File: src/rtl/idata_pkg.sv
package idata_pkg;
  typedef enum logic [1:0] {
    ACC_DIRECT   = 2'd0,
    ACC_INDIRECT = 2'd1,
    ACC_REGISTER = 2'd2,
    ACC_BIT      = 2'd3
  } acc_kind_e;

  typedef enum logic [1:0] {
    SRC_RAM_BYTE = 2'd0,
    SRC_RAM_BIT  = 2'd1,
    SRC_SFR_BYTE = 2'd2,
    SRC_SFR_BIT  = 2'd3
  } rsp_src_e;

  typedef enum logic [1:0] {
    ST_IDLE = 2'd0,
    ST_PTR  = 2'd1,
    ST_RMW  = 2'd2
  } fsm_e;
endpackage

File: src/rtl/idata_ram.sv
module idata_ram #(
  parameter int AW = 8,
  parameter int DW = 8
) (
  input  logic          clk,
  input  logic [AW-1:0] addr,
  input  logic          we,
  input  logic [DW-1:0] wdata,
  output logic [DW-1:0] q
);
  localparam int DEPTH = 1 << AW;

  logic [DW-1:0] mem [DEPTH];

  // single port, read-before-write, one cycle read latency
  always_ff @(posedge clk) begin
    if (we) mem[addr] <= wdata;
    q <= mem[addr];
  end
endmodule

File: src/rtl/idata_decode.sv
module idata_decode
  import idata_pkg::*;
#(
  parameter int            AW       = 8,
  parameter int            DW       = 8,
  parameter int            BANK_W   = 2,
  parameter int            REG_W    = 3,
  parameter logic [AW-1:0] BIT_BASE = 8'h20
) (
  input  acc_kind_e               kind,
  input  logic [AW-1:0]           operand,
  input  logic [BANK_W-1:0]       bank,
  output logic                    to_sfr,
  output logic [AW-1:0]           tgt_addr,
  output logic [$clog2(DW)-1:0]   bit_idx
);
  localparam int BIDX_W   = $clog2(DW);
  localparam int PAD_W    = AW - BANK_W - REG_W;
  localparam int WIN_SIZE = 1 << (AW - 1 - BIDX_W);

  logic upper;
  assign upper   = operand[AW-1];
  assign bit_idx = operand[BIDX_W-1:0];

  always_comb begin
    to_sfr   = 1'b0;
    tgt_addr = operand;
    unique case (kind)
      ACC_DIRECT: begin
        to_sfr   = upper;
        tgt_addr = operand;
      end
      ACC_INDIRECT: begin
        tgt_addr = {{PAD_W{1'b0}}, bank, {(REG_W-1){1'b0}}, operand[0]};
      end
      ACC_REGISTER: begin
        tgt_addr = {{PAD_W{1'b0}}, bank, operand[REG_W-1:0]};
      end
      ACC_BIT: begin
        to_sfr = upper;
        if (upper) tgt_addr = {operand[AW-1:BIDX_W], {BIDX_W{1'b0}}};
        else       tgt_addr = BIT_BASE + AW'(operand[AW-2:BIDX_W]);
      end
      default: ;
    endcase
  end

  // a RAM bit operand always lands inside the bit window
  always_comb begin
    if (kind == ACC_BIT && !upper) begin
      p_bit_window_r5: assert (tgt_addr >= BIT_BASE &&
                               tgt_addr < BIT_BASE + AW'(WIN_SIZE));
    end
  end
endmodule

File: src/rtl/idata_unit.sv
module idata_unit
  import idata_pkg::*;
#(
  parameter int            AW       = 8,
  parameter int            DW       = 8,
  parameter int            BANK_W   = 2,
  parameter int            REG_W    = 3,
  parameter logic [AW-1:0] BIT_BASE = 8'h20
) (
  input  logic                  clk,
  input  logic                  rst,
  input  logic                  req_valid,
  input  logic [1:0]            req_kind,
  input  logic [AW-1:0]         req_addr,
  input  logic                  req_we,
  input  logic [DW-1:0]         req_wdata,
  input  logic [BANK_W-1:0]     psw_bank,
  output logic                  busy,
  output logic                  rsp_valid,
  output logic [DW-1:0]         rsp_rdata,
  output logic                  sfr_re,
  output logic                  sfr_we,
  output logic [AW-1:0]         sfr_addr,
  output logic [DW-1:0]         sfr_wdata,
  output logic                  sfr_bit_en,
  output logic [$clog2(DW)-1:0] sfr_bit_idx,
  input  logic [DW-1:0]         sfr_rdata
);
  localparam int BIDX_W = $clog2(DW);

  fsm_e              state;
  acc_kind_e         kind;
  logic              accept;
  logic              is_bit;
  logic              d_sfr;
  logic [AW-1:0]     d_addr;
  logic [BIDX_W-1:0] d_idx;

  logic [AW-1:0]     ram_a;
  logic              ram_we;
  logic [DW-1:0]     ram_wd;
  logic [DW-1:0]     ram_q;
  logic [DW-1:0]     merged;

  logic              pend_we;
  logic [DW-1:0]     pend_wd;
  logic [AW-1:0]     pend_addr;
  logic [BIDX_W-1:0] pend_idx;
  logic              pend_bit;
  rsp_src_e          rsp_src;
  logic [BIDX_W-1:0] rsp_idx;
  logic [DW-1:0]     sfr_q;

  assign kind   = acc_kind_e'(req_kind);
  assign busy   = (state != ST_IDLE);
  assign accept = req_valid && (state == ST_IDLE);
  assign is_bit = (kind == ACC_BIT);

  idata_decode #(
    .AW(AW), .DW(DW), .BANK_W(BANK_W), .REG_W(REG_W), .BIT_BASE(BIT_BASE)
  ) u_decode (
    .kind     (kind),
    .operand  (req_addr),
    .bank     (psw_bank),
    .to_sfr   (d_sfr),
    .tgt_addr (d_addr),
    .bit_idx  (d_idx)
  );

  idata_ram #(.AW(AW), .DW(DW)) u_ram (
    .clk   (clk),
    .addr  (ram_a),
    .we    (ram_we),
    .wdata (ram_wd),
    .q     (ram_q)
  );

  // read-modify-write merge: only the addressed bit changes
  always_comb begin
    merged           = ram_q;
    merged[pend_idx] = pend_bit;
  end

  always_comb begin
    unique case (state)
      ST_PTR: begin
        ram_a  = ram_q;
        ram_we = pend_we;
        ram_wd = pend_wd;
      end
      ST_RMW: begin
        ram_a  = pend_addr;
        ram_we = 1'b1;
        ram_wd = merged;
      end
      default: begin
        ram_a  = d_addr;
        ram_we = accept && req_we && !d_sfr &&
                 (kind == ACC_DIRECT || kind == ACC_REGISTER);
        ram_wd = req_wdata;
      end
    endcase
  end

  assign sfr_re      = accept && d_sfr && !req_we;
  assign sfr_we      = accept && d_sfr && req_we;
  assign sfr_addr    = d_addr;
  assign sfr_bit_en  = accept && d_sfr && is_bit;
  assign sfr_bit_idx = d_idx;
  assign sfr_wdata   = is_bit ? {{(DW-1){1'b0}}, req_wdata[0]} : req_wdata;

  always_ff @(posedge clk) begin
    if (rst) begin
      state     <= ST_IDLE;
      rsp_valid <= 1'b0;
    end else begin
      rsp_valid <= 1'b0;
      unique case (state)
        ST_IDLE: begin
          if (accept) begin
            if (kind == ACC_INDIRECT)               state <= ST_PTR;
            else if (is_bit && !d_sfr && req_we)    state <= ST_RMW;
            if (!req_we && kind != ACC_INDIRECT)    rsp_valid <= 1'b1;
          end
        end
        ST_PTR: begin
          state <= ST_IDLE;
          if (!pend_we) rsp_valid <= 1'b1;
        end
        default: state <= ST_IDLE;
      endcase
    end
  end

  always_ff @(posedge clk) begin
    if (accept) begin
      pend_we   <= req_we;
      pend_wd   <= req_wdata;
      pend_addr <= d_addr;
      pend_idx  <= d_idx;
      pend_bit  <= req_wdata[0];
      rsp_idx   <= d_idx;
      sfr_q     <= sfr_rdata;
      if (d_sfr) rsp_src <= is_bit ? SRC_SFR_BIT : SRC_SFR_BYTE;
      else       rsp_src <= is_bit ? SRC_RAM_BIT : SRC_RAM_BYTE;
    end else if (state == ST_PTR) begin
      rsp_src <= SRC_RAM_BYTE;
    end
  end

  always_comb begin
    rsp_rdata = '0;
    if (rsp_valid) begin
      unique case (rsp_src)
        SRC_RAM_BYTE: rsp_rdata = ram_q;
        SRC_RAM_BIT:  rsp_rdata = {{(DW-1){1'b0}}, ram_q[rsp_idx]};
        SRC_SFR_BYTE: rsp_rdata = sfr_q;
        default:      rsp_rdata = {{(DW-1){1'b0}}, sfr_q[rsp_idx]};
      endcase
    end
  end

  // a register-port strobe never coincides with a RAM write
  p_sfr_no_ram_r2: assert property (@(posedge clk) disable iff (rst)
    (sfr_re || sfr_we) |-> !ram_we);

  // an accepted indirect access is busy in the next cycle
  p_ptr_busy_r3: assert property (@(posedge clk) disable iff (rst)
    (accept && kind == ACC_INDIRECT) |=> busy);

  // a second-cycle state lasts exactly one cycle
  p_busy_single_r6: assert property (@(posedge clk) disable iff (rst)
    busy |=> !busy);

  // nothing reaches the register port while busy
  p_no_accept_busy_r8: assert property (@(posedge clk) disable iff (rst)
    busy |-> !(sfr_re || sfr_we));

  // reset clears the control state
  p_reset_idle_r9: assert property (@(posedge clk)
    rst |=> (!busy && !rsp_valid));

  // a non-indirect read answers in the following cycle
  p_rsp_next_r10: assert property (@(posedge clk) disable iff (rst)
    (accept && !req_we && kind != ACC_INDIRECT) |=> rsp_valid);
endmodule

File: config.mk
export PLATFORM = sky130hd
export DESIGN_NAME = idata_unit
export DESIGN_NICKNAME = d
export VERILOG_FILES = /design/src/rtl/idata_pkg.sv /design/src/rtl/idata_ram.sv /design/src/rtl/idata_decode.sv /design/src/rtl/idata_unit.sv
export SDC_FILE = /design/constraint.sdc
export NUM_CORES = 2
export LEC_CHECK = 0
export ABC_AREA = 0
export BUFFER_PORTS_ARGS = -buffer_cell sky130_fd_sc_hd__clkbuf_2
export CELL_PAD_IN_SITES_DETAIL_PLACEMENT = 1
export CELL_PAD_IN_SITES_GLOBAL_PLACEMENT = 1
export CORE_UTILIZATION = 43
export CTS_CLUSTER_SIZE = 28
export DETAILED_ROUTE_END_ITERATION = 7
export PLACE_DENSITY_LB_ADDON = 0.25
export SETUP_SLACK_MARGIN = 0.5
export SLEW_MARGIN = 25
export SYNTH_ARGS = -nofsm -noshare
export SYNTH_HDL_FRONTEND = slang
export SYNTH_SLANG_ARGS = --single-unit
File: constraint.sdc
create_clock -name clk -period 8.8 [get_ports clk]
set_input_delay 1.76 -clock clk [delete_from_list [all_inputs] [get_ports clk]]
set_output_delay 1.76 -clock clk [all_outputs]
set_load 0.1 [all_outputs]
==> summary.md <==
| Metric | Value |
|---|---|
| Die width | `444.5 um` |
| Slew Limit Fails | `0` |
| R2R Setup Slk | `2.96 ns` |
| Area Overhead vs Synth | `12.03%` |
| Min-delay worst type | `reg -> reg` |
| Core area | `0.1948 mm^2` |
| Top-area cell type share of the netlist area | `about three quarters` |
| Critical Path RT | `roughly 9.6 ns` |
| Worst-skew pair later-pin latency | `between 0.8 and 0.9 ns` |
| Post-DP HPWL | `155400 um` |
| Synth Area in Adders | `0.1040%` |
| Final #Nets | `6340` |
| ANT nets after route | `0` |
| Yosys warns | `0` |
| Worst Tran Pin Value | `1.156 ns` |
| Setup bufs post-CTS | `0` |
| Setup crit start | `req_kind[1]` |
| Placer Congestion | `0.8611` |
| Largest net degree at the start of global routing | `209` |
| Pwr Total | `0.02304 W` |
| Largest family of logic cells by synthesized area | `simple AND/OR/NAND/NOR gates` |
| Combinational Power Share | `11.9%` |
| Post-CTS Resized | `0` |
| Die footprint | `0.1976 mm^2` |
| Compound-Gate Fraction of Synth Area | `6.807%` |
| Clock Path Buffers | `3` |
| Starting Density | `43.23%` |
| RSZ-0062 raised after global routing | `no` |
| Via density | `between 6 and 7` |
| Share of cells above drive strength 1 | `9.137%` |
| R2R depth | `14` |
| Post-Route Setup TNS | `0 ns` |
| FFs w/ async S/R, synth | `0%` |
| Peak VDD IR | `0.2478 mV` |
| Seq. cell area | `about 0.063 mm^2` |
| Sw Share | `26.28%` |
| Hold Startpoint | `state[0]` |
| Wire per inst | `about 29 um` |
| Static leakage power | `30.99 nW` |
| Post-synthesis cell area | `0.08420 mm^2` |
| CP Class | `in -> reg` |
| Post-Syn Area per Cell | `13.23 um^2` |
| Multi-input gate area | `between 0.015 and 0.02 mm^2` |
| EDFF count, synth | `~2100` |
| Clk_skew | `~0.037 ns` |
| # Max-Cap Violations | `0` |
| Clock power share | `39.3%` |
| Final setup vio count | `0` |
| Layout fillers | `approximately 19000` |
| Top-level I/O count | `64` |
| Critical Path End Type | `register` |
| CTS root buffer | `clkbuf_16` |
| Fin crit period | `about 6.3 ns` |
| TritonCTS clock tree | `yes` |
| Synth Area in XOR/XNOR | `0%` |
| H-tree depth | `4` |
| Distinct cells, synth | `65` |
| Outcome | `finished, final reports clean` |
| Top-count cell post-synth | `edfxtp_1` |
| Period utilisation layout | `71.99%` |
| GRT Overall Usage | `a little over a quarter` |
| Pint | `roughly 0.017 W` |
| Placed Area | `~0.087 mm^2` |
| Critical path launch point type | `input pin` |
| Pre-antenna DRT Iters | `5` |
| CTS hold repair buffers | `0` |
| Mux cell area share after synthesis | `1.003%` |
| Hold EP | `state[0]` |
| Crit path max fanout | `131` |
| CTS Buf Count | `215` |
| Reg power frac | `approximately half` |
| Vias in the first global route | `55081` |
| Rel. slew slack | `22.95%` |
| DRT iter0 DRCs | `5825` |
| Most instantiated cells after synthesis | `edfxtp_1, nand2_1, nor2_1` |
| Fmax | `157.9 MHz` |
| Power Density | `244.2 mW/mm^2` |
| Syn_nets | `between 6000 and 7000` |
| Vias | `54736` |
| Ranking of synthesized cells by area | `edfxtp_1, nand2_1, nand3_1, and3_1, nor2_1` |
| Total Routed Length | `264200 um` |
| Top FF cell, synth | `edfxtp_1` |
| Total grt overflow | `0` |
| Clock Sinks | `2089` |
| #FFs+latches synth | `around 2100` |
| First-pass GRT wire length | `slightly below 400000 um` |
| PortBufs | `63` |
| WP data arrival | `7.08 ns` |
| Switching Power | `slightly above 0.006 W` |
| Fin. Hold Viols | `0` |
| Die Height | `444.5 um` |
| Clk pin slew, worst setup/hold paths | `0.06 ns` |
| # DRC | `0` |
| Synth area leader | `edfxtp_1` |
| Min-Delay Path Depth | `2` |
| Gate count of the mapped netlist | `roughly 6400` |
| Util after Layout | `about 48%` |
| Fin area | `between 0.09 and 0.1 mm^2` |
| Initial antenna violation count | `8` |
| R2r endpoint | `u_ram.q[2]` |
| Row count | `162` |
| RR Startpoint | `state[1]` |
| Synth Area in Simple Gates | `15.28%` |
| Sequential share of the synthesized area | `roughly three quarters` |
==> cell families (layout without fill, tap and decap cells) <==
| family | count (synthesis) | after routing |
|---|---|---|
| and+or+nand+nor | 2951 | 2951 |
| buffers and inverters | 483 | 597 |
| other | 0 | 1 |
| muxes | 83 | 83 |
| AOI/OAI and AO/OA | 752 | 752 |
| DFF | 2089 | 2089 |
| adders and majority gates | 7 | 7 |
==> routing by layer <==
layer | GRT usage (%) | share of wire [%] | up-vias
met5 | 0 | 0.020 | -
met4 | 8.128 | 3.0 | 6
met3 | 3.943 | 6.9 | 389
met2 | 41.88 | 47 | 2216
met1 | 37.62 | 43 | 28461
li1 | - | - | 23664
==> worst max-delay path by stage <==
| stage | to | slack [ns] |
|---|---|---|
| 6_report | u_ram.q[5] | 2.47 |
| 5_1_grt | u_ram.q[4] | 2.48 |
| 4_1_cts | u_ram.q[4] | 2.60 |
| 3_5_place_dp | u_ram.q[4] | 1.74 |
| 3_3_place_gp | u_ram.q[4] | 1.81 |
| 2_1_floorplan | u_ram.mem[0][0] | 2.44 |
==> power groups by stage <==
| stage | Combinational (W) | Sequential [W] | Clock [W] |
|---|---|---|---|
| 6_report | 0.00274 | 0.0112 | 0.00906 |
| 5_1_grt | 0.00288 | 0.0112 | 0.00949 |
| 4_1_cts | 0.00272 | 0.0112 | 0.00916 |
| 3_5_place_dp | 0.00271 | 0.0114 | 0 |
| 3_3_place_gp | 0.00264 | 0.0114 | 0 |
| 2_1_floorplan | 0.00154 | 0.0114 | 0 |
==> layout by cell type, fill, tap and decap left out, drive strengths merged, types with 8 or more instances in the layout <==
master     n
clkinv    86
o22ai     26
nor2     495
a311oi   162
nand4     32
inv       16
and3     307
a211oi   241
edfxtp  2078
a41oi     17
dfxtp     11
nor4      41
nand3    488
a31o      34
o22a       8
a31oi    105
or3       16
o21ai     68
o311a      9
a32o      16
a221oi     9
bufinv    21
clkbuf   338
nor2b     14
mux2       8
buf      129
a21oi      8
mux2i     75
or4        8
o41ai     16
nor3      35
nand2   1492
==> through the flow <==
stage                     std cells  hold slack, ns  setup slack (ns)
after floorplan                6365          0.4911             2.437
final                          9104          0.5922             2.465
after global placement         8705          0.5277             1.814
after CTS                      9101          0.5818             2.597
after detailed placement       8706          0.5560             1.738
after global routing           9103          0.6203             2.481
==> sequential cells by signal (all words and copies together), names as in the netlist <==
signal / count
rsp_src: 2
u_ram.mem: 2048
pend_addr: 8
sfr_q: 8
state: 2
pend_we: 1
rsp_valid: 1
u_ram.q: 8
pend_wd: 8
rsp_idx: 3
==> worst max-delay path: stages <==
cell and delay, ns:
clkbuf_2 0.12, ha_1 0.53, nor3b_2 0.38, a221o_4 0.73, nand2_4 0.55, buf_12 0.40, a211oi_1 0.44, a31o_2 0.18
o22ai_1 0.15, nor3_1 0.47, a31oi_1 0.46, or4_1 0.52
==> cell type report <==
| cell class | instances | share of cell area (%) |
|---|---|---|
| Clock inverter | 120 | 1.238 |
| Tap cell | 2624 | 3.481 |
| Timing Repair Buffer | 192 | 1.815 |
| Antenna cell | 1 | 0.002653 |
| Clock buffer | 275 | 6.077 |
| Inverter | 10 | 0.03979 |
| Multi-Input combinational cell | 3793 | 20.96 |
| Sequential cell | 2089 | 66.39 |
No activity file was read; power rests on OpenSTA's default activity.
